--- src/rtl/rxf_pkg.sv ---
package rxf_pkg;

  localparam int MODE_RST_EN  = 2;
  localparam int MODE_RUNT_EN = 3;
  localparam int MODE_ADDR5   = 4;

  typedef struct packed {
    logic clearAcc;
    logic takeByte;
    logic latchDec;
    logic clearDec;
  } rxfStrobe_t;

  typedef struct packed {
    logic own;
    logic bcast;
    logic mcast;
    logic rstPat;
    logic destDone;
  } rxfAccum_t;

endpackage

--- src/rtl/rxf_ctrl.sv ---
module rxf_ctrl
  import rxf_pkg::*;
#(
  parameter int ADDR_BYTES = 6,
  localparam int IDX_W = $clog2(ADDR_BYTES + 1)
) (
  input  logic             clk,
  input  logic             rstN,
  input  logic             sof,
  input  logic             byteValid,
  input  logic             eof,
  output rxfStrobe_t       strobe,
  output logic [IDX_W-1:0] curIdx,
  output logic             decValid
);

  logic [IDX_W-1:0] byteIdx;

  always_comb begin
    strobe.clearAcc = sof;
    strobe.takeByte = byteValid;
    strobe.latchDec = eof;
    strobe.clearDec = sof & ~eof;
    curIdx = sof ? '0 : byteIdx;
  end

  always_ff @(posedge clk or negedge rstN) begin
    if (!rstN) begin
      byteIdx <= '0;
    end else if (byteValid) begin
      if (curIdx != IDX_W'(ADDR_BYTES)) byteIdx <= curIdx + IDX_W'(1);
      else                              byteIdx <= curIdx;
    end else if (sof) begin
      byteIdx <= '0;
    end
  end

  always_ff @(posedge clk or negedge rstN) begin
    if (!rstN)    decValid <= 1'b0;
    else if (eof) decValid <= 1'b1;
    else if (sof) decValid <= 1'b0;
  end

endmodule

--- src/rtl/rxf_datapath.sv ---
module rxf_datapath
  import rxf_pkg::*;
#(
  parameter int ADDR_BYTES = 6,
  parameter int MIN_LEN = 64,
  parameter int LEN_W = 11,
  parameter logic [8*ADDR_BYTES-1:0] RST_PATTERN = 48'hFE5AA5C33C0F,
  localparam int IDX_W = $clog2(ADDR_BYTES + 1),
  localparam int HADDR_W = $clog2(ADDR_BYTES + 1)
) (
  input  logic               clk,
  input  logic               rstN,
  input  rxfStrobe_t         strobe,
  input  logic [IDX_W-1:0]   curIdx,
  input  logic [7:0]         byteData,
  input  logic [LEN_W-1:0]   frameLen,
  input  logic [7:0]         rxMode,
  input  logic               hostWrEn,
  input  logic [HADDR_W-1:0] hostAddr,
  input  logic [7:0]         hostWrData,
  output logic               accept,
  output logic               runtFlag,
  output logic               resetPktFlag
);

  localparam rxfAccum_t ACC_INIT = '{own: 1'b1, bcast: 1'b1, mcast: 1'b0,
                                     rstPat: 1'b1, destDone: 1'b0};

  logic [7:0] stnByte [ADDR_BYTES];
  logic [7:0] patByte [ADDR_BYTES];

  for (genvar g = 0; g < ADDR_BYTES; g++) begin : g_station
    assign patByte[g] = RST_PATTERN[8*(ADDR_BYTES-1-g) +: 8];
    always_ff @(posedge clk or negedge rstN) begin
      if (!rstN)
        stnByte[g] <= 8'h00;
      else if (hostWrEn && hostAddr == HADDR_W'(g))
        stnByte[g] <= hostWrData;
    end
  end

  rxfAccum_t accReg, accBase, accNext;
  logic [7:0] stnSel, patSel;
  int cmpLimit;

  always_comb begin
    stnSel = 8'h00;
    patSel = 8'h00;
    for (int i = 0; i < ADDR_BYTES; i++) begin
      if (curIdx == IDX_W'(i)) begin
        stnSel = stnByte[i];
        patSel = patByte[i];
      end
    end
  end

  always_comb begin
    cmpLimit = rxMode[MODE_ADDR5] ? ADDR_BYTES - 1 : ADDR_BYTES;
    accBase = strobe.clearAcc ? ACC_INIT : accReg;
    accNext = accBase;
    if (strobe.takeByte && int'(curIdx) < ADDR_BYTES) begin
      accNext.own    = accBase.own & ((int'(curIdx) >= cmpLimit) || byteData == stnSel);
      accNext.bcast  = accBase.bcast & (byteData == 8'hFF);
      accNext.rstPat = accBase.rstPat & (byteData == patSel);
      if (curIdx == '0) accNext.mcast = byteData[0];
      if (curIdx == IDX_W'(ADDR_BYTES - 1)) accNext.destDone = 1'b1;
    end
  end

  always_ff @(posedge clk or negedge rstN) begin
    if (!rstN) accReg <= ACC_INIT;
    else       accReg <= accNext;
  end

  logic ownHit, bcHit, rstHit, mcHit, addrOk, isRunt, acceptNext;

  always_comb begin
    ownHit = accReg.own & accReg.destDone;
    bcHit  = accReg.bcast & accReg.destDone;
    rstHit = accReg.rstPat & accReg.destDone;
    mcHit  = accReg.mcast;
    unique case (rxMode[1:0])
      2'b00:   addrOk = 1'b0;
      2'b01:   addrOk = bcHit | ownHit;
      2'b10:   addrOk = bcHit | ownHit | mcHit;
      default: addrOk = 1'b1;
    endcase
    isRunt = frameLen < LEN_W'(MIN_LEN);
    acceptNext = (addrOk | (rstHit & rxMode[MODE_RST_EN])) &
                 (~isRunt | rxMode[MODE_RUNT_EN]);
  end

  always_ff @(posedge clk or negedge rstN) begin
    if (!rstN) begin
      accept       <= 1'b0;
      runtFlag     <= 1'b0;
      resetPktFlag <= 1'b0;
    end else if (strobe.latchDec) begin
      accept       <= acceptNext;
      runtFlag     <= isRunt;
      resetPktFlag <= rstHit;
    end else if (strobe.clearDec) begin
      accept       <= 1'b0;
      runtFlag     <= 1'b0;
      resetPktFlag <= 1'b0;
    end
  end

endmodule

--- src/rtl/rx_addr_filter.sv ---
module rx_addr_filter
  import rxf_pkg::*;
#(
  parameter int ADDR_BYTES = 6,
  parameter int MIN_LEN = 64,
  parameter int LEN_W = 11,
  parameter logic [8*ADDR_BYTES-1:0] RST_PATTERN = 48'hFE5AA5C33C0F,
  localparam int HADDR_W = $clog2(ADDR_BYTES + 1)
) (
  input  logic               clk,
  input  logic               rstN,
  input  logic               hostWrEn,
  input  logic [HADDR_W-1:0] hostAddr,
  input  logic [7:0]         hostWrData,
  input  logic [7:0]         rxMode,
  input  logic               sof,
  input  logic               byteValid,
  input  logic [7:0]         byteData,
  input  logic               eof,
  input  logic [LEN_W-1:0]   frameLen,
  output logic               decisionValid,
  output logic               accept,
  output logic               runtFlag,
  output logic               resetPktFlag
);

  localparam int IDX_W = $clog2(ADDR_BYTES + 1);

  rxfStrobe_t       strobe;
  logic [IDX_W-1:0] curIdx;

  rxf_ctrl #(.ADDR_BYTES(ADDR_BYTES)) ctrl_i (
    .clk(clk), .rstN(rstN), .sof(sof), .byteValid(byteValid), .eof(eof),
    .strobe(strobe), .curIdx(curIdx), .decValid(decisionValid)
  );

  rxf_datapath #(
    .ADDR_BYTES(ADDR_BYTES), .MIN_LEN(MIN_LEN), .LEN_W(LEN_W),
    .RST_PATTERN(RST_PATTERN)
  ) dp_i (
    .clk(clk), .rstN(rstN), .strobe(strobe), .curIdx(curIdx),
    .byteData(byteData), .frameLen(frameLen), .rxMode(rxMode),
    .hostWrEn(hostWrEn), .hostAddr(hostAddr), .hostWrData(hostWrData),
    .accept(accept), .runtFlag(runtFlag), .resetPktFlag(resetPktFlag)
  );

endmodule

--- config.mk ---
export PLATFORM = sky130hd
export DESIGN_NAME = rx_addr_filter
export DESIGN_NICKNAME = d
export VERILOG_FILES = /design/src/rtl/rxf_pkg.sv /design/src/rtl/rxf_ctrl.sv /design/src/rtl/rxf_datapath.sv /design/src/rtl/rx_addr_filter.sv
export SDC_FILE = /design/constraint.sdc
export NUM_CORES = 1
export LEC_CHECK = 0
export BUFFER_PORTS_ARGS = -buffer_cell sky130_fd_sc_hd__buf_2
export CORE_UTILIZATION = 58
export DETAILED_ROUTE_END_ITERATION = 6
export PLACE_DENSITY_LB_ADDON = 0.12
export SLEW_MARGIN = 20
export SYNTH_ARGS = -nofsm -noshare
export SYNTH_HDL_FRONTEND = slang
export SYNTH_SLANG_ARGS = --single-unit
--- constraint.sdc ---
create_clock -name clk -period 3.1 [get_ports clk]
set_input_delay 0.62 -clock clk [delete_from_list [all_inputs] [get_ports clk]]
set_output_delay 0.62 -clock clk [all_outputs]
set_load 0.005 [all_outputs]
==> flow_summary.ini <==
[min_path]
hold_class = input pin to asynchronous set/reset pin

[floorplanning]
dieArea_um2 = 6240
io_pins = 48
std_cell_rows = 27
dieWidth_um = 79.0
coreArea_um2 = 5610
chipHeight_um = 79.0
start_util_pct = 61.3

[critical_path]
rrSetupSlack_ns = 0.23
r2r-start = ctrl_i.byteIdx[0]
cp-start-kind = flop
crit_start = ctrl_i.byteIdx[0]
path_class = flop to flop
end_kind = flop
crit_fanout = 7
arrival_ns = 3.14
critical_path_required_ns = 3.37

[clock_tree]
hold_buffers = 0
clkSlewWorstSetupHoldPaths_ns = 0.07
post_cts_buffers = 0
cts-htree-levels = 3
clock_latency_ns = 0.35
clock_path_buffers = 2
numClockSinks = 60
cts_buffers = 9
root_buffer = clkbuf_8
cts_tree = done
cts-resized-gates = 0

[routing]
drc = 0
drt_iter0_markers = 239
first_pass_iters = 5
detail_route.wl_per_cell_um = 18.8
drt_wl_total_mm = 9.02
num_vias = 3105
ant_nets = 0
avgViaCountPerCell = 6.47

[timing]
relSlewSlack_pct = 55.9
maxClockFrequency_mhz = 348
hold_viol = 0
finClkSkew_ns = 0.00481
tightest_slew_ns = 0.662
setup_viol = 0
min_period_ns = 2.87
fin_hold_ws_ns = 0.291
rsz0062_at_grt = no
setup_tns_ns = 0
period_share_pct = 92.7
maxSlewViolCount = 0

[yosys]
ys_top_cells_by_area = dfrtp_1 (41%), mux2_2 (16%), a21oi_1 (3.9%), nor2_1 (3.8%), o21ai_0 (2.8%)
yosysMostFrequentCell = dfrtp_1
ys_ff_latch = 60
synth_edf_count = 0
syn-cell-area_um2 = 3440
syn_nets = 395
synthArstFlopShare_pct = 100
ys_warn_count = 0
synth_cell_type_count = 58
synthCells = 346
synthFlopType = dfrtp_1
syn_area_per_cell_um2 = 9.93
seq_area_frac_synth_pct = 43.8
synth.largest_area_cell = dfrtp_1
yosysTopAreaCellShare_pct = 41.5
ys_top_cells_by_count = dfrtp_1 (57), mux2_2 (48), nor2_1 (35)

[placed_design]
port_buffers = 38
post-dp-hpwl_mm = 6.43
place.gp.congestion = 1.05

[power]
cellPowerDensity_nw_per_um2 = 562
intPower_mw = 1.57
switchingPower_uw = 688
peakVddDrop_mv = 0.378
leakage_nw = 1.76
swShare_pct = 30.5
power.share.sequential_pct = 46.0
pwr-share-clk_pct = 30.1
p_comb_share_pct = 23.9

[run_status]
status = finished, final reports clean

[finish]
seq_area_um2 = 1510
drive_gt1_share_pct = 32.6
area_growth_pct = 17.0
diodes = 0
final_nets = 452
multiInputGateArea_um2 = 1820
nFillCells = 436

[run]
max_cap_violations = 0

[global_route]
grt_start_max_net_pins = 52
antenna_found_initial = 0
grt_pass1_wl_mm = 14.7
overflow = 0
grt_pass1_vias = 2966
track_usage_pct = 31.7
## cells in the final DEF, fill, tap and decap left out, drive strengths merged, types with 2 or more instances in the layout
master	instances
nor3	15
a22o	2
o32ai	2
o22ai	2
nand2	19
a21oi	27
nand3	8
nand2b	6
nand4	4
a211oi	2
o2111a	3
ha	5
a31oi	5
a22oi	3
mux2	48
o31ai	3
xor2	2
o21a	2
nor2b	4
dfstp	3
o21ai	20
clkinv	3
dfrtp	57
nor3b	4
a221oi	3
a2111oi	3
nand4b	2
clkbuf	11
a32o	3
buf	64
o211ai	3
mux2i	5
inv	10
nor2	35
## cells by family (layout without fill, tap and decap cells)
family / Yosys count / count (layout) / share of synthesized area, %
AO/OA/AOI/OAI: 92 / 92 / 17.9
XOR/XNOR: 3 / 3 / 0.765
adder cells (fa/ha/maj): 5 / 5 / 1.82
buffers and inverters: 28 / 90 / 3.39
flip-flops: 60 / 60 / 43.8
multiplexers: 53 / 53 / 17.2
AND/OR/NAND/NOR: 105 / 105 / 15.1
## metal layers
layer	share of wire [%]	GRT usage, %	vias up
met1	43	41.7	1503
met2	46	49.4	165
li1	-	-	1403
met3	8.3	8.05	34
met4	3.4	14.4	0
met5	0	0	-
## power by group through the flow
stage | Sequential [mW] | Clock (mW) | Combinational [mW]
2_1_floorplan | 1.01 | 0 | 0.374
3_3_place_gp | 1.04 | 0 | 0.514
3_5_place_dp | 1.05 | 0 | 0.533
4_1_cts | 1.04 | 0.683 | 0.537
5_1_grt | 1.06 | 0.721 | 0.592
6_report | 1.04 | 0.679 | 0.540
## per-stage QoR
step	total power, mW	area [um2]	std cells	utilization, %	setup WS, ns
after floorplan	1.38	3440	346	-	0.0452
after global placement	1.56	3830	464	68.4	0.0676
after detailed placement	1.58	3830	464	68.4	0.0901
after CTS	2.26	4020	480	71.6	0.315
after global routing	2.37	4020	480	71.7	0.0548
final	2.26	4020	480	71.7	0.226
## registers in the layout, indices dropped and copies added (netlist names)
name and flops:
dp_i.stnByte 48, dp_i.runtFlag 1, dp_i.accReg 4, ctrl_i.byteIdx 3, dp_i.resetPktFlag 1, dp_i.mcHit 1, dp_i.accept 1, ctrl_i.decValid 1
## worst paths after layout
| check | end | cells after the start |
|---|---|---|
| worst min register to register | ctrl_i.decValid | 1 |
| min in group clk | ctrl_i.decValid | 1 |
| worst min-delay path | ctrl_i.byteIdx[0] | 1 |
| worst max-delay path | dp_i.accReg[4] | 9 |
| worst max register to register | dp_i.accReg[4] | 9 |
| max in group asynchronous | dp_i.stnByte[28] | 2 |
## final cells by class
cell class                      count  area share (%)
Sequential cell                    60            37.4
Inverter                           10           0.934
Tap cell                           72            2.24
Timing Repair Buffer               64            9.65
Multi-Input combinational cell    258            45.2
Clock inverter                      5            1.31
Clock buffer                       11            3.27
## critical path, stage by stage (launching register included)
cell and delay (ns):
dfrtp_1 0.46, nor2b_1 0.26, ha_1 0.31, nand3b_1 0.27, nor2_1 0.24, nor3_1 0.11
a22o_1 0.24, a2111oi_1 0.42, nand4b_1 0.18, o32ai_2 0.28
Power figures use the tool's default switching activity.
